### config.mk
export PLATFORM = sky130hd
export DESIGN_NAME = exc_entry
export DESIGN_NICKNAME = d
export VERILOG_FILES = /design/src/rtl/exc_entry_pkg.sv /design/src/rtl/exc_arbiter.sv /design/src/rtl/exc_epc_calc.sv /design/src/rtl/exc_sr_calc.sv /design/src/rtl/exc_entry.sv
export SDC_FILE = /design/constraint.sdc
export NUM_CORES = 1
export LEC_CHECK = 0
export ABC_AREA = 1
export ABC_CLOCK_PERIOD_IN_PS = 800
export BUFFER_PORTS_ARGS = -buffer_cell sky130_fd_sc_hd__clkbuf_2
export CAP_MARGIN = 25
export CORE_ASPECT_RATIO = 0.75
export CORE_MARGIN = 4
export CORE_UTILIZATION = 29
export DETAILED_ROUTE_END_ITERATION = 8
export HOLD_SLACK_MARGIN = 0.05
export PLACE_DENSITY = 0.55
export SYNTH_ARGS = -nofsm -noshare
export SYNTH_HDL_FRONTEND = slang
export SYNTH_SLANG_ARGS = --single-unit
### constraint.sdc
create_clock -name clk_i -period 0.8 [get_ports clk_i]
set_input_delay 0.12 -clock clk_i [delete_from_list [all_inputs] [get_ports clk_i]]
set_output_delay 0.12 -clock clk_i [all_outputs]
set_load 0.02 [all_outputs]
### src/rtl/exc_entry_pkg.sv
package exc_entry_pkg;
  localparam int SR_SM  = 0;
  localparam int SR_TEE = 1;
  localparam int SR_IEE = 2;
  localparam int SR_DME = 5;
  localparam int SR_IME = 6;
  localparam int SR_DSX = 13;

  localparam int EXC_TICK    = 5;
  localparam int EXC_EXT     = 8;
  localparam int EXC_SYSCALL = 12;
endpackage

### src/rtl/exc_arbiter.sv
module exc_arbiter #(
  parameter int IDXW    = 5,
  parameter int NUM_EXC = 15
) (
  input  logic            sync_req_i,
  input  logic [IDXW-1:0] sync_idx_i,
  input  logic            ext_irq_i,
  input  logic            tick_irq_i,
  input  logic            iee_i,
  input  logic            tee_i,
  output logic            take_o,
  output logic [IDXW-1:0] idx_o,
  output logic            err_o
);
  import exc_entry_pkg::*;

  localparam logic [IDXW:0] NUM_L = (IDXW+1)'(NUM_EXC);

  logic idx_ok;
  assign idx_ok = (sync_idx_i != '0) && ({1'b0, sync_idx_i} < NUM_L);

  always_comb begin
    take_o = 1'b0;
    err_o  = 1'b0;
    idx_o  = '0;
    if (sync_req_i) begin
      // synchronous request owns the cycle, valid or not
      take_o = idx_ok;
      err_o  = !idx_ok;
      idx_o  = idx_ok ? sync_idx_i : '0;
    end else if (tick_irq_i && tee_i) begin
      take_o = 1'b1;
      idx_o  = IDXW'(EXC_TICK);
    end else if (ext_irq_i && iee_i) begin
      take_o = 1'b1;
      idx_o  = IDXW'(EXC_EXT);
    end
  end
endmodule

### src/rtl/exc_epc_calc.sv
module exc_epc_calc #(
  parameter int AW         = 32,
  parameter int IDXW       = 5,
  parameter int SLOT_BYTES = 4
) (
  input  logic [AW-1:0]   pc_i,
  input  logic            dslot_i,
  input  logic [IDXW-1:0] idx_i,
  output logic [AW-1:0]   epc_o
);
  import exc_entry_pkg::*;

  localparam logic [AW-1:0] STEP = AW'(SLOT_BYTES);

  logic [AW-1:0] back;
  assign back  = dslot_i ? pc_i - STEP : pc_i;
  assign epc_o = (idx_i == IDXW'(EXC_SYSCALL)) ? back + STEP : back;
endmodule

### src/rtl/exc_sr_calc.sv
module exc_sr_calc #(
  parameter int SRW = 16
) (
  input  logic [SRW-1:0] sr_i,
  input  logic           dslot_i,
  output logic [SRW-1:0] sr_o
);
  import exc_entry_pkg::*;

  always_comb begin
    sr_o         = sr_i;
    sr_o[SR_SM]  = 1'b1;
    sr_o[SR_TEE] = 1'b0;
    sr_o[SR_IEE] = 1'b0;
    sr_o[SR_DME] = 1'b0;
    sr_o[SR_IME] = 1'b0;
    if (dslot_i) sr_o[SR_DSX] = 1'b1;
  end
endmodule

### src/rtl/exc_entry.sv
module exc_entry #(
  parameter int AW         = 32,
  parameter int SRW        = 16,
  parameter int IDXW       = 5,
  parameter int NUM_EXC    = 15,
  parameter int VEC_SHIFT  = 8,
  parameter int SLOT_BYTES = 4
) (
  input  logic            clk_i,
  input  logic            rst_ni,
  input  logic [AW-1:0]   pc_i,
  input  logic            dslot_i,
  input  logic [SRW-1:0]  sr_i,
  input  logic            sync_req_i,
  input  logic [IDXW-1:0] sync_idx_i,
  input  logic            ext_irq_i,
  input  logic            tick_irq_i,
  output logic [AW-1:0]   epc_o,
  output logic [SRW-1:0]  esr_o,
  output logic [SRW-1:0]  sr_o,
  output logic            dslot_o,
  output logic [AW-1:0]   npc_o,
  output logic [IDXW-1:0] cause_o,
  output logic            taken_o,
  output logic            flush_o,
  output logic            err_o
);
  import exc_entry_pkg::*;

  logic            take, bad;
  logic [IDXW-1:0] idx;
  logic [AW-1:0]   epc_d;
  logic [SRW-1:0]  sr_d;

  exc_arbiter #(.IDXW(IDXW), .NUM_EXC(NUM_EXC)) u_arb (
    .sync_req_i (sync_req_i),
    .sync_idx_i (sync_idx_i),
    .ext_irq_i  (ext_irq_i),
    .tick_irq_i (tick_irq_i),
    .iee_i      (sr_i[SR_IEE]),
    .tee_i      (sr_i[SR_TEE]),
    .take_o     (take),
    .idx_o      (idx),
    .err_o      (bad)
  );

  exc_epc_calc #(.AW(AW), .IDXW(IDXW), .SLOT_BYTES(SLOT_BYTES)) u_epc (
    .pc_i    (pc_i),
    .dslot_i (dslot_i),
    .idx_i   (idx),
    .epc_o   (epc_d)
  );

  exc_sr_calc #(.SRW(SRW)) u_sr (
    .sr_i    (sr_i),
    .dslot_i (dslot_i),
    .sr_o    (sr_d)
  );

  always_ff @(posedge clk_i or negedge rst_ni) begin
    if (!rst_ni) begin
      epc_o   <= '0;
      esr_o   <= '0;
      sr_o    <= '0;
      dslot_o <= 1'b0;
      npc_o   <= '0;
      cause_o <= '0;
      taken_o <= 1'b0;
      flush_o <= 1'b0;
      err_o   <= 1'b0;
    end else begin
      taken_o <= take;
      flush_o <= take;
      err_o   <= bad;
      if (take) begin
        epc_o   <= epc_d;
        esr_o   <= sr_i;
        sr_o    <= sr_d;
        dslot_o <= 1'b0;
        npc_o   <= AW'(idx) << VEC_SHIFT;
        cause_o <= idx;
      end else begin
        sr_o    <= sr_i;
        dslot_o <= dslot_i;
        cause_o <= '0;
      end
    end
  end

  AST_EPC_PLAIN: assert property (@(posedge clk_i) disable iff (!rst_ni)
    taken_o && !$past(dslot_i) && cause_o != IDXW'(EXC_SYSCALL) |-> epc_o == $past(pc_i));
  AST_DSLOT_ENTRY: assert property (@(posedge clk_i) disable iff (!rst_ni)
    taken_o && $past(dslot_i) |-> sr_o[SR_DSX] && !dslot_o);
  AST_SYSCALL_DSLOT: assert property (@(posedge clk_i) disable iff (!rst_ni)
    taken_o && $past(dslot_i) && cause_o == IDXW'(EXC_SYSCALL) |-> epc_o == $past(pc_i));
  AST_ESR_SNAPSHOT: assert property (@(posedge clk_i) disable iff (!rst_ni)
    taken_o |-> esr_o == $past(sr_i));
  AST_SR_MODE: assert property (@(posedge clk_i) disable iff (!rst_ni)
    taken_o |-> sr_o[SR_SM] && !sr_o[SR_TEE] && !sr_o[SR_IEE] && !sr_o[SR_DME] && !sr_o[SR_IME]);
  AST_VECTOR: assert property (@(posedge clk_i) disable iff (!rst_ni)
    taken_o |-> npc_o == (AW'(cause_o) << VEC_SHIFT) && cause_o != '0);
  AST_ERR_HOLDS: assert property (@(posedge clk_i) disable iff (!rst_ni)
    err_o |-> !taken_o && $stable(epc_o) && $stable(esr_o) && $stable(npc_o));
  AST_TICK_FIRST: assert property (@(posedge clk_i) disable iff (!rst_ni)
    $past(!sync_req_i && tick_irq_i && sr_i[SR_TEE]) |-> taken_o && cause_o == IDXW'(EXC_TICK));
  AST_SYNC_FIRST: assert property (@(posedge clk_i) disable iff (!rst_ni)
    $past(sync_req_i) |-> cause_o == ($past(sync_idx_i) & {IDXW{taken_o}}));
  AST_FLUSH_PAIR: assert property (@(posedge clk_i) disable iff (!rst_ni)
    flush_o == taken_o);
endmodule

**Yosys cells after proc, flatten, opt, wreduce, memory -nomap -nowiden**

Cells that the tools add are included.

- Bits in registers: 77
- Input port bits: 59
- Logic and storage cells: 31

- $add $sub $neg: 2
- Magnitude comparators: 1
- Equal/unequal tests: 1
- Multiplexer cells: 14
- Reductions and logical operators: 5

Operators with widths:

| kind | number |
|---|---|
| two-way mux 32 bit | 2 |
| adder 32 x 3 -> 32 bit (second input constant) | 1 |
| subtractor 32 x 3 -> 32 bit (second input constant) | 1 |
| two-way mux 5 bit | 4 |
| two-way mux 14 bit | 1 |
| two-way mux 1 bit | 6 |
| equality test 5 x 4 -> 1 bit (second input constant) | 1 |
| less-than comparator 5 x 4 -> 1 bit (second input constant) | 1 |
| nonzero test 5 bit | 1 |
| two-way mux 4 bit | 1 |
| logical AND 1 bit | 3 |
| logical NOT 1 bit | 1 |

**Depth between registers and ports, before layout**

Gate-level depths: netlist (run 1).

- Depth in word-level cells: 6
- Depth in mapped cells: 18
- Mapped depth without buffers: 18

**Modules after synthesis**

From an unflattened synthesis (run 1), not the netlist that was laid out.

- Cell total of the unflattened synthesis: 803
- Area total of the unflattened synthesis: 5333.9 um^2

By module, submodules not included:

| module | instances | cells an instance | area each (um^2) |
|---|---|---|---|
| exc_entry | 1 | 336 | 3040.4 |
| exc_epc_calc | 1 | 422 | 2009.4 |
| exc_arbiter | 1 | 25 | 152.6 |
| exc_sr_calc | 1 | 20 | 131.4 |

**Worst setup path before layout (run 1)**

OpenSTA, ideal clock, no wires.

- Kind: input to register
- Start point: input pc_i[2]
- End point: register epc_o[30]
- Library setup time: 0.117 ns
- Data arrival time: 1.669 ns
- Path slack: -0.986 ns
- Cell stages on the path: 15
- Path buffers: 0
- Cells stage by stage: inv_1 -> ha_1 -> nand2_2 -> inv_2 -> nand2_4 -> nor2_4 -> nand3_1 -> nand2_1 -> nand2_2 -> nor2_4 -> nand3_2 -> nor2_4 -> nand3_1 -> nand3_1 -> nand2_1

- Cells in the longest elaborated chain, start to end: 4

RTL lines:

| item | RTL line | text |
|---|---|---|
| from (decl) | exc_entry.sv:11 | `input logic [AW-1:0] pc_i,` |
| subtractor 32 x 3 -> 32 bit | exc_epc_calc.sv:16 | `assign back = dslot_i ? pc_i - STEP : pc_i;` |
| two-way mux 32 bit (*) | exc_epc_calc.sv:16 |  |
| adder 32 x 3 -> 32 bit | exc_epc_calc.sv:17 | `assign epc_o = (idx_i == IDXW'(EXC_SYSCALL)) ? back + STEP : back;` |
| two-way mux 32 bit (*) | exc_epc_calc.sv:17 |  |
| to (signal assigned) | exc_entry.sv:76 | `epc_o <= epc_d;` |
| to (decl) | exc_entry.sv:18 | `output logic [AW-1:0] epc_o,` |

Mark *: on every way between the ends. The rest lies on a longest branch, timed or not.
A chain may end at the register's enable or synchronous reset.

**Worst setup path after layout (run 1)**

- Start point: input pc_i[2]
- End point: register epc_o[23]

The elaborated chain is that of the path after synthesis.

==> impl_summary.md, run 1 <==
Detailed routing
The per-cell routed wire length is 14.4 um. Before antenna repair, the detailed router went through 6 iterations. The routed design has 19200 um of wire. The remaining design rule violation count is 0. Once detail routing completed, the nets flagged for antenna violations numbered 0.

Using the TritonRoute via totals, the vias-per-cell ratio works out to 4.40. The first routing iteration left 330 violations. Summing over every cut layer, the via total after detailed routing is 5850.

Finish
The synthesis-to-finish area growth is 97.8%. Summing all non-filler instances in the final layout gives an area of 9900 um^2. After filler insertion, the fill cell instance count of the layout stands at 1456. Cells with a size suffix above 1 make up 53.6% of the layout. The antenna diode count is 0. The final-stage net count is 1172. The utilization after layout is 58.6%. In the final layout, the multi-input gates occupy 3280 um^2.

Summing all flip-flop and latch instances after layout gives 1930 um^2.

Floorplanning
The core footprint is 16900 um^2. Row generation in the floorplan step produced 41 rows. The area of the die is 19400 um^2. The overall die height is 122 um.

The effective utilization at floorplan is 29.6%. The die is 160 um wide. 164 I/O pins were placed.

Clocking
The maximum buffer depth of the clock tree is 2. The H-tree was split into 3 levels. TritonCTS built the clock tree. CTS saw 77 sinks.

The number of clock buffers inserted by TritonCTS is 9. After clock tree synthesis, the clock-pin slew on the worst setup and hold paths is 0.06 ns. The buffer cell driving the clock tree root is sky130_fd_sc_hd__clkbuf_16.

The insertion delay to the later sink of the worst-skew pair is 0.33 ns.

Placed design
The worst slack after detailed placement is -1.32 ns. Buffers placed on the I/O ports in this run total 136. The global placement routability congestion is 0.867. The placed instance area is 7150 um^2. The HPWL after detailed placement is 12700 um.

Yosys
The synthesized design contains 0 enable-type register cells. The leading area contributor after synthesis is sky130_fd_sc_hd__dfrtp_1. The synthesized instance count is 710.

The post-synthesis instance area is 5000 um^2. The share of synthesized area occupied by flip-flops and latches is 38.5%. The leading register cell type out of synthesis is sky130_fd_sc_hd__dfrtp_1. In the synthesized netlist the async set-or-reset flop fraction comes to 100%. For this run, the number of Yosys warnings is 0.

The flip-flop and latch count after synthesis is 77. The number of different library cells used by synthesis comes to 33. Summed over its instances, the top area cell type makes up 38.5% of the synthesized netlist area. Yosys attributes the largest share of cell area to sky130_fd_sc_hd__dfrtp_1 (39%), sky130_fd_sc_hd__nand2_1 (18%), sky130_fd_sc_hd__nand3_1 (7.1%).

The mean post-synth cell area is 7.05 um^2.

STA
Setup slack on the critical path of the routed design comes to -0.877 ns. Counting I/O delays and the setup requirement, the final critical path takes 1.68 ns. The max-slew violation count is 0. Setup repair after global routing could not meet its margin everywhere.

The final-report hold violation count came to 0. The worst clock skew on the final layout is 0 ns. The number of failing setup endpoints in the final timing report is 140. The upper clock frequency limit is 0.596 GHz.

The worst path uses 210% of the clock period.

Setup path
The critical path goes through clkbuf_16, buf_4, nor2_4, nand3_4, nor2_8, xor2_4, nand2_2, nor2_4, nand2_4, nor2_4, nand3_1, nand3_2, nand2_1. Of all nets on the critical path, the largest fanout is 5. The endpoint required time on the critical path is 1.03 ns.

The critical setup path kind is in -> reg. The worst setup path is launched from a primary input. The worst setup path is captured at a register.

For this run, the slowest stage of the critical path takes 0.24 ns. The signal arrival time at the worst endpoint is 1.90 ns. The slowest stage cell on the critical path is sky130_fd_sc_hd__xor2_4. In this design, the critical path's most frequently occurring cell is sky130_fd_sc_hd__nor2_4.

GRT
The number of global-route vias before repair is 5531. Global routing used 18.1% of the available tracks. The wire length of the first global-routing pass is 28400 um. The maximum number of pins on one net before global-route repair is 33. The number of antenna violations at the first check in global routing is 0. Summed over all layers, the global routing overflow is 0.

Flow run
The tool flagged a number of max-cap violations equal to 0.

Hold path
The worst hold-check path type is in -> reg.

Power and ir drop
The power per cell area is 1470 nW/um^2. The largest voltage drop on the vdd net is 1.22 mV. The analysis attributes to cell leakage a power of 0.00512 uW.

Outcome
The checks that failed: setup timing. The run finished, with violations left.
[sequential cells by signal, indices dropped and copies added (netlist names)]
signal and cells:
esr_o 16, epc_o 32, err_o 1, npc_o 5, flush_o 1, dslot_o 1
cause_o 5, sr_o 16
[metal layers]
layer	up-vias	share of wire [%]	GRT usage (%)
met5	-	0	0
met4	0	1.6	4.66
met1	2629	48	26.5
met3	25	5.4	3.21
met2	205	45	27.6
li1	2991	-	-
[cells in the mapped netlist, types with 2 or more instances]
cell and instances:
sky130_fd_sc_hd__buf_2 2, sky130_fd_sc_hd__nor3_1 5, sky130_fd_sc_hd__clkbuf_1 7, sky130_fd_sc_hd__nand4_1 19, sky130_fd_sc_hd__buf_1 2, sky130_fd_sc_hd__dfrtp_1 77
sky130_fd_sc_hd__nand2_4 3, sky130_fd_sc_hd__nand3_2 2, sky130_fd_sc_hd__nand2_1 242, sky130_fd_sc_hd__nand3_1 71, sky130_fd_sc_hd__nand2_2 19, sky130_fd_sc_hd__xor2_1 9
sky130_fd_sc_hd__inv_1 80, sky130_fd_sc_hd__nand3b_1 7, sky130_fd_sc_hd__nor2_2 9, sky130_fd_sc_hd__nor3_2 3, sky130_fd_sc_hd__o21ai_0 16, sky130_fd_sc_hd__xnor2_1 3
sky130_fd_sc_hd__buf_4 28, sky130_fd_sc_hd__ha_1 2, sky130_fd_sc_hd__nor2_4 13, sky130_fd_sc_hd__inv_2 4, sky130_fd_sc_hd__nor2_1 64, sky130_fd_sc_hd__nor2_8 2
sky130_fd_sc_hd__o21ai_1 9, sky130_fd_sc_hd__a21oi_1 5
[what timing repair did]
action	in CTS	in global routing
hold buffers	17	0
endpoints found under the setup margin	138	140
setup buffers	60	48
gates resized for setup	179	261
cloned	7	1
endpoints found under the hold margin	107	0
pin swaps	51	68
[worst paths after layout]
path	to	depth (start not counted)	from	slack [ns]
min	err_o	5	sync_idx_i[4]	0.13
max in group asynchronous	flush_o	3	rst_ni	0.20
max	epc_o[23]	13	pc_i[2]	-0.88
min in group asynchronous	sr_o[15]	2	rst_ni	0.18
min reg2reg	npc_o[12]	2	npc_o[12]	0.50
max reg2reg	esr_o[9]	4	esr_o[9]	-0.08
[layout make-up]
cell class                 instances  share of cell area (%)
sequential                        77                    19.5
clock buffer                      12                    2.69
timing repair buffer             401                    37.7
inverter                          85                    3.58
tap                              215                    2.72
multi-input combinational        537                    33.1
clock inverter                     3                   0.683
[cells in the final DEF, fill, tap and decap left out, types with 5 or more instances in the layout]
cell,netlist,routed
sky130_fd_sc_hd__nand2_1,242,181
sky130_fd_sc_hd__conb_1,1,28
sky130_fd_sc_hd__dlygate4sd3_1,0,17
sky130_fd_sc_hd__nand2_4,3,18
sky130_fd_sc_hd__nand3_1,71,48
sky130_fd_sc_hd__dfrtp_1,77,77
sky130_fd_sc_hd__buf_6,0,73
sky130_fd_sc_hd__clkbuf_2,0,50
sky130_fd_sc_hd__buf_8,0,11
sky130_fd_sc_hd__nand4_1,19,19
sky130_fd_sc_hd__nand2_2,19,63
sky130_fd_sc_hd__nand3b_1,7,7
sky130_fd_sc_hd__nor2_2,9,19
sky130_fd_sc_hd__nor2_4,13,25
sky130_fd_sc_hd__buf_16,0,6
sky130_fd_sc_hd__inv_1,80,66
sky130_fd_sc_hd__nor3_4,0,5
sky130_fd_sc_hd__o21ai_1,9,16
sky130_fd_sc_hd__buf_12,0,8
sky130_fd_sc_hd__clkbuf_16,0,15
sky130_fd_sc_hd__o21ai_2,0,5
sky130_fd_sc_hd__xor2_1,9,6
sky130_fd_sc_hd__buf_4,28,208
sky130_fd_sc_hd__nand3_2,2,22
sky130_fd_sc_hd__inv_2,4,14
sky130_fd_sc_hd__clkbuf_8,0,23
sky130_fd_sc_hd__nor2_1,64,43
[power breakdown]
group | internal [uW] | switching (uW)
Sequential | 4340 | 331
Clock | 2970 | 1560
Combinational | 2790 | 2580
[worst max-delay path: cells and delay by family]
kind	cells	cell delay, ns
XOR/XNOR	1	0.24
buffers and inverters	2	0.28
AND/OR/NAND/NOR	10	1.24
[metrics by stage]
stage	hold WS (ns)	setup TNS [ns]	instances	power, uW
after global placement	-0.0132	-50.36	1200	7980
after detailed placement	-0.0136	-50.62	1200	8000
after floorplan	-0.176	-28.72	737	6460
final	0.134	-50.30	1330	14600
after global routing	0.139	-57.49	1330	15200
after CTS	0.105	-45.40	1294	13700
[logic make-up after synthesis]
| group | Yosys count | synth area share, % |
|---|---|---|
| DFF | 77 | 38.5 |
| adders and majority gates | 2 | 0.500 |
| AOI/OAI and AO/OA | 31 | 3.15 |
| and+or+nand+nor | 462 | 43.6 |
| other | 1 | 0.0750 |
| buffers and inverters | 124 | 11.5 |
| xor gates and xnor gates | 13 | 2.65 |
Note: power is estimated with default switching activity, not from simulation.
==> run 2, diff against run 1 <==
- CORE_MARGIN: 4 -> default
==> impl_summary.md, run 2 (synthesized netlist as in run 1, its figures left out) <==
Outcome
The run finished, with violations left. The final reports fail on setup timing.

Floorplanning
The effective utilization at floorplan came to 29.7% (+0.090 points). The overall die height is 116 um (-4.9%). The width of the chip came to 154 um (-3.8%).

The row count is 41 (unchanged). The area of the die is 17800 um^2 (-8.5%). The I/O pin count is 164 (unchanged). The core footprint is 16800 um^2 (-0.30%).

Power and ir drop
The total power is 13900 uW (-4.5%). The largest voltage drop on the vdd net is 0.915 mV (-25%). The power per cell area is 1420 nW/um^2 (-3.9%). The cell leakage power is 0.00506 uW (-1.1%).

Detailed routing
The mean number of vias per cell is 4.40 (about the same). Signal routing reaches up to met4. The remaining design rule violation count is 0 (unchanged). The post-detailed-route count of antenna-violating nets came to 0 (unchanged).

The total met2 wirelength after detailed routing was 8350 um (-3.7%). The routed length on met1 came to 8830 um (-3.5%). The detailed route wirelength on metal3 is 798 um (-23%). The number of violations reported at the end of detailed-routing iteration 0 is 244 (-26%). The per-cell routed wire length is 13.8 um (-4.5%). The count of TritonRoute iterations in the first routing pass is 5 (-1). The via count is 5809 (-0.70%). The final routed wirelength across all metal layers was 18200 um (-5.2%).

GRT
The number of antenna violations at the first check in global routing is 0 (unchanged). The maximum number of pins on one net before global-route repair was 41 (+24%). The number of global-route vias before repair is 5387 (-2.6%). The global-route congestion overflow total came to 0 (unchanged). The global-route total usage across every layer came to 19.2% (+1.2 points).

The wire length of the first global-routing pass is 27000 um (-5.1%).

Setup path
The delay of the slowest cell on the worst path is 0.20 ns (-0.04 ns). The worst path buffer plus inverter count is 3 (+1). The top fanout value on the critical path is 7 (+2).

Walking the worst path, the cells encountered are clkbuf_16, inv_12, ha_4, nand2_4, inv_4, nand2_8, nor2_8, nand4_1, nand2_2, nand2_2, nor2_4, nand2_4, nor2_4, xor2_1, o21ai_1. The cell type group with the largest total delay on the critical path is simple AND/OR/NAND/NOR gates. The kind of end point of the critical path is a register. The terminus of the critical flop-to-flop path is epc_o[3]. The endpoint required time on the critical path was 1.02 ns (about the same). In this run the critical register-to-register path is launched from epc_o[3]. The critical setup path kind is in -> reg. The register-to-register path setup slack is -0.13 ns (-0.05 ns).

The slowest stage cell on the critical path is sky130_fd_sc_hd__xor2_1. The signal arrival time at the worst endpoint is 1.89 ns (about the same). The critical path launch point type is a primary input. The number of cells on the worst reg-to-reg path was 4 (unchanged).

Finish
The most common library cell in the layout ignoring fill and taps is sky130_fd_sc_hd__buf_4. The utilization after layout was 58.4% (-0.22 points). The antenna diode count is 0 (unchanged). The final design instance area without fill is 9830 um^2 (-0.68%). The layout cell share with drive strength beyond 1 is 54.3% (+0.71 points).

The final-stage net count came to 1163 (-0.77%). The number of flip-flops under the largest register name is 32 (unchanged). The largest registers in the layout are epc_o: 32 flops, esr_o: 16 flops, sr_o: 16 flops. The number of fill cells was 1454 (-0.14%). From synthesis to final layout, the design area changed by 96.5%. The register containing the most flip-flops in the final layout is epc_o.

The library cells used most frequently in the layout, excluding fill and tap cells, are sky130_fd_sc_hd__buf_4 (199), sky130_fd_sc_hd__nand2_1 (175), sky130_fd_sc_hd__buf_6 (82). The area of combinational cells with multiple inputs is 3380 um^2 (+2.9%). The area used by sequential logic in the layout came to 1930 um^2 (unchanged).

Clocking
The buffer cell driving the clock tree root is sky130_fd_sc_hd__clkbuf_16. The count of clock tree sinks was 77 (unchanged). The clock-pin slew on the worst setup and hold paths came to 0.06 ns (about the same). TritonCTS built the clock tree. The insertion delay to the later sink of the worst-skew pair is 0.32 ns (about the same).

The number of clock buffers inserted by TritonCTS is 9 (unchanged). The maximum buffer depth of the clock tree was 2 (unchanged). The depth of the CTS H-tree came to 3 (unchanged).

Hold path
The worst hold-check path type is in -> reg. The startpoint identified for the worst hold timing path is sync_idx_i[4]. The cell depth of the worst hold path came to 5 (unchanged). The sink of the worst hold path is err_o.

STA
The setup total negative slack came to -52.90 ns (-2.60 ns). The number of failing setup endpoints in the final timing report is 141 (+0.71%). The worst clock skew on the final layout came to 0 ns (unchanged). The post-layout minimum cycle time was 1.68 ns (-0.000363 ns). The max-slew violation count was 0 (unchanged). The final critical-path setup slack was -0.877 ns (+0.000363 ns). The final-report hold violation count is 0 (unchanged). The upper clock frequency limit came to 0.596 GHz (about the same). The share of the clock period used by the worst path after layout is 210% (about the same). Setup repair after global routing could not meet its margin everywhere.

Placed design
The placed instance area is 7200 um^2 (+0.77%). The HPWL after detailed placement is 12300 um (-3.1%). The number of I/O port buffers came to 136 (unchanged). The global placement routability congestion is 0.892 (+2.8%).

Flow run
The max-capacitance violation count is 0 (unchanged).
-- run 2: cell count changes in the layout (fill, tap and decap cells not counted), moves of 3 or more --
| cell | change |
|---|---|
| sky130_fd_sc_hd__buf_4 | -9 |
| sky130_fd_sc_hd__buf_6 | +9 |
| sky130_fd_sc_hd__clkbuf_8 | -6 |
| sky130_fd_sc_hd__nand2_1 | -6 |
| sky130_fd_sc_hd__buf_16 | -5 |
| sky130_fd_sc_hd__nand3_1 | -5 |
| sky130_fd_sc_hd__nand3_2 | +5 |
| sky130_fd_sc_hd__clkbuf_1 | +4 |
| sky130_fd_sc_hd__nor2_1 | -4 |
| sky130_fd_sc_hd__nand2_2 | +3 |
| sky130_fd_sc_hd__nand2_4 | +3 |
| sky130_fd_sc_hd__nor2_4 | +3 |
-- run 2: per-layer routing --
metal | vias up | GRT usage, %
met4 | 0 | 4.67
li1 | 2967 | -
met1 | 2663 | 27.9
met3 | 14 | 2.39
met5 | - | 0
met2 | 165 | 30.4
-- run 2: cell type report --
type                            instances  area share, %
Inverter                               85           3.68
Clock buffer                           13           2.44
Multi-Input combinational cell        537           34.4
Tap cell                              215           2.74
Timing Repair Buffer                  392           36.8
Sequential cell                        77           19.6
Clock inverter                          2          0.356
-- run 2: timing repair --
item,4_1_cts,5_1_grt
hold buffers,17,0
endpoints found under the setup margin,139,141
endpoints found under the hold margin,107,0
gates resized for setup,162,307
buffers inserted,51,39
pin swaps,63,59
gates cloned,4,3
-- run 2: metrics by stage --
stage	worst slack, ns	hold slack [ns]	instances
after floorplan	-0.853	-0.176	737
after global placement	-1.24	-0.0744	1204
after detailed placement	-1.29	-0.0745	1204
after CTS	-0.848	0.123	1286
after global routing	-1.01	0.130	1321
final	-0.877	0.130	1321
-- run 2: worst max-delay path by stage --
stage	from	endpoint	slack, ns	cells past startpoint
after floorplan	pc_i[3]	epc_o[27]	-0.85	16
after global placement	pc_i[3]	epc_o[19]	-1.24	16
after detailed placement	pc_i[3]	epc_o[19]	-1.29	17
after CTS	pc_i[2]	epc_o[19]	-0.85	16
after global routing	pc_i[3]	epc_o[21]	-1.01	17
final	pc_i[3]	epc_o[19]	-0.88	15
-- run 2: power by group --
part / internal (uW) / switching, uW / leakage (uW)
sequential: 4340 / 326 / 0.000940
clock: 2400 / 1490 / 0.000134
combinational: 2760 / 2600 / 0.00399
-- run 2: worst min-delay path, stage by stage --
cell	delay, ns
sky130_fd_sc_hd__clkbuf_2	0.10
sky130_fd_sc_hd__a21oi_2	0.03
sky130_fd_sc_hd__inv_1	0.05
sky130_fd_sc_hd__nand2_2	0.07
sky130_fd_sc_hd__inv_2	0.05
==> run 3, diff against run 2 <==
- PLACE_DENSITY: 0.55 -> 0.61
==> impl_summary.md, run 3 (synthesized netlist as in run 1, its figures left out) <==
Finish
The register containing the most flip-flops in the final layout is epc_o. The number of fill cells was 1403 (-3.5%). The largest registers in the layout are epc_o: 32 flops, esr_o: 16 flops, sr_o: 16 flops. The utilization after layout came to 57.9% (-0.54 points). The antenna diode count is 0 (unchanged). Leaving out fill and tap cells, the most frequent cell in the layout is sky130_fd_sc_hd__buf_4. The final-stage net count is 1148 (-1.3%). Leaving out fill and tap cells, the most frequent cells in the layout are sky130_fd_sc_hd__buf_4 (196), sky130_fd_sc_hd__nand2_1 (181), sky130_fd_sc_hd__dfrtp_1 (77).

The synthesis-to-finish area growth is 94.7%. The layout cell share with drive strength beyond 1 was 54.0% (-0.31 points). The number of flip-flops under the largest register name was 32 (unchanged).

GRT
The global-route total usage across every layer came to 19.3% (about the same). The number of antenna violations at the first check in global routing came to 0 (unchanged). The maximum number of pins on one net before global-route repair was 59 (+44%). The wire length of the first global-routing pass is 26900 um (-0.23%). The number of global-route vias before repair came to 5349 (-0.71%). The global-route congestion overflow total was 0 (unchanged).

Power and ir drop
The cell-internal power came to 9600 uW (+1.1%). The part of the total power dissipated in the clock network is 29.2% (+1.2 points). The net switching component of the power is 4470 uW (+1.3%).

The largest voltage drop on the vdd net came to 1.13 mV (+24%). The power per cell area is 1450 nW/um^2 (+2.1%). The cell leakage power is 0.00501 uW (-1.1%). The share of total power consumed by net switching came to 31.8% (+0.038 points). The combinational share of power is 37.6% (-0.9 points). The part of the power in registers is 33.2% (-0.3 points). The total power is 14100 uW (+1.2%).

Clocking
TritonCTS built the clock tree. The insertion delay to the later sink of the worst-skew pair came to 0.33 ns (about the same). The tree is rooted in a sky130_fd_sc_hd__clkbuf_16. The depth of the CTS H-tree is 3 (unchanged). The number of clock buffers inserted by TritonCTS came to 9 (unchanged).

The maximum buffer depth of the clock tree is 2 (unchanged). The count of clock tree sinks was 77 (unchanged). The clock-pin slew on the worst setup and hold paths is 0.06 ns (about the same).

Floorplanning
The area of the die is 17800 um^2 (unchanged). The effective utilization at floorplan is 29.7% (unchanged). The overall die height is 116 um (unchanged). The I/O pin count is 164 (unchanged). The width of the chip is 154 um (unchanged). The row count is 41 (unchanged). The core footprint is 16800 um^2 (unchanged).

Detailed routing
The mean number of vias per cell came to 4.56 (+3.7%). The per-cell routed wire length is 14.7 um (+7.0%). The via count came to 5960 (+2.6%). The remaining design rule violation count was 2 (+2).

The count of TritonRoute iterations in the first routing pass is 7 (+2). The final routed wirelength across all metal layers is 19200 um (+5.8%). The number of violations reported at the end of detailed-routing iteration 0 is 379 (+55%). The post-detailed-route count of antenna-violating nets is 0 (unchanged).

Setup path
The signal arrival time at the worst endpoint is 1.95 ns (+0.06 ns). The top fanout value on the critical path is 5 (-2). The critical path launch point type is a primary input. The endpoint required time on the critical path was 1.07 ns (+0.05 ns). The number of cells on the worst reg-to-reg path is 4 (unchanged).

The register-to-register path setup slack is -0.07 ns (+0.06 ns). By startpoint and endpoint, the worst setup path is classified as in -> reg. STA classifies the critical path endpoint as a register.

Placed design
The worst slack after detailed placement was -1.23 ns (+0.0594 ns). The number of I/O port buffers came to 136 (unchanged). The HPWL after detailed placement is 12000 um (-2.0%). The global placement routability congestion is 0.871 (-2.3%).

Hold path
The cell depth of the worst hold path is 5 (unchanged). The min-delay analysis places its worst path in the category in -> reg.

STA
The final-report hold violation count is 0 (unchanged). The share of the clock period used by the worst path after layout is 210% (+0.39 points). The post-layout minimum cycle time is 1.68 ns (+0.00309 ns). Setup repair after global routing could not meet its margin everywhere. The upper clock frequency limit is 0.595 GHz (-0.18%). The final critical-path setup slack is -0.880 ns (-0.00309 ns). The setup total negative slack was -43.37 ns (+9.53 ns). The worst clock skew on the final layout came to 0 ns (unchanged). The worst hold slack across all endpoints was 0.136 ns (+0.00645 ns).

The number of failing setup endpoints in the final timing report came to 140 (-0.71%). The max-slew violation count is 0 (unchanged).

Flow run
The max-capacitance violation count is 0 (unchanged).

Outcome
The flow ran to the end, but the final reports show violations. The checks that failed: DRC, setup timing.
## run 3: changes by cell type in the layout (fill, tap and decap cells not counted), moves of 3 or more
cell / change
sky130_fd_sc_hd__inv_1: -3
sky130_fd_sc_hd__nand2_2: -6
sky130_fd_sc_hd__nor2_1: -5
sky130_fd_sc_hd__nor2_2: +3
sky130_fd_sc_hd__buf_6: -15
sky130_fd_sc_hd__o21ai_1: -3
sky130_fd_sc_hd__inv_2: +4
sky130_fd_sc_hd__buf_16: +5
sky130_fd_sc_hd__nand2_1: +6
sky130_fd_sc_hd__buf_4: -3
sky130_fd_sc_hd__o21ai_2: +4
sky130_fd_sc_hd__clkbuf_8: +3
## run 3: final cells by class
class / instances / area, um^2 / area share [%]
clock inverters: 3 / 43.8 / 0.450
repair buffers: 377 / 3510 / 36.1
multi-input cells: 537 / 3360 / 34.5
flip-flops and latches: 77 / 1930 / 19.8
clock buffers: 13 / 260 / 2.67
inverters: 85 / 359 / 3.69
well taps: 215 / 269 / 2.76
## run 3: path summary, 6_finish.rpt
| path | from | endpoint |
|---|---|---|
| worst max-delay path | pc_i[2] | epc_o[23] |
| worst min-delay path | sync_idx_i[4] | err_o |
| worst max register to register | esr_o[7] | esr_o[7] |
| worst min register to register | epc_o[1] | epc_o[1] |
| max in group asynchronous | rst_ni | epc_o[2] |
| min in group asynchronous | rst_ni | cause_o[4] |
## run 3: metal layers
metal,track usage (%),vias up,share of wire (%)
met5,0,-,0
met4,5.27,0,2.5
met3,3.22,38,5.7
met2,30.6,243,46
met1,27.1,2739,46
li1,-,2940,-
## run 3: power groups by stage
stage	Combinational, uW	Sequential (uW)	Clock [uW]
after floorplan	1300	5160	0
after detailed placement	3270	4630	0
after global routing	5630	4710	4400
after CTS	4290	4590	4190
after global placement	3250	4620	0
final	5290	4680	4110
## run 3: stage by stage
step	area [um^2]	cells
4_1_cts	8590	1267
5_1_grt	9740	1307
6_report	9740	1307
3_3_place_gp	7050	1189
3_5_place_dp	7050	1189
2_1_floorplan	5310	737
## run 3: timing repair
action	4_1_cts	5_1_grt
hold buffers	17	0
cloned	7	4
setup endpoints to repair	139	139
resized for setup	156	299
hold endpoints to repair	107	0
setup buffers	39	38
pin swaps	49	64
## run 3: worst max-delay path: stages
cell                        delay, ns
sky130_fd_sc_hd__clkbuf_16       0.14
sky130_fd_sc_hd__inv_12          0.05
sky130_fd_sc_hd__ha_4            0.14
sky130_fd_sc_hd__nand2_4         0.06
sky130_fd_sc_hd__inv_4           0.08
sky130_fd_sc_hd__nand2_8         0.07
sky130_fd_sc_hd__nor2_4          0.16
sky130_fd_sc_hd__nand3_2         0.12
sky130_fd_sc_hd__nand2_2         0.12
sky130_fd_sc_hd__nand2_2         0.08
sky130_fd_sc_hd__nor2_4          0.18
sky130_fd_sc_hd__nand2_1         0.13
sky130_fd_sc_hd__nor2_4          0.21
sky130_fd_sc_hd__nand2_1         0.10
sky130_fd_sc_hd__nand3_2         0.07
sky130_fd_sc_hd__nand3_2         0.06
sky130_fd_sc_hd__nand2_1         0.05
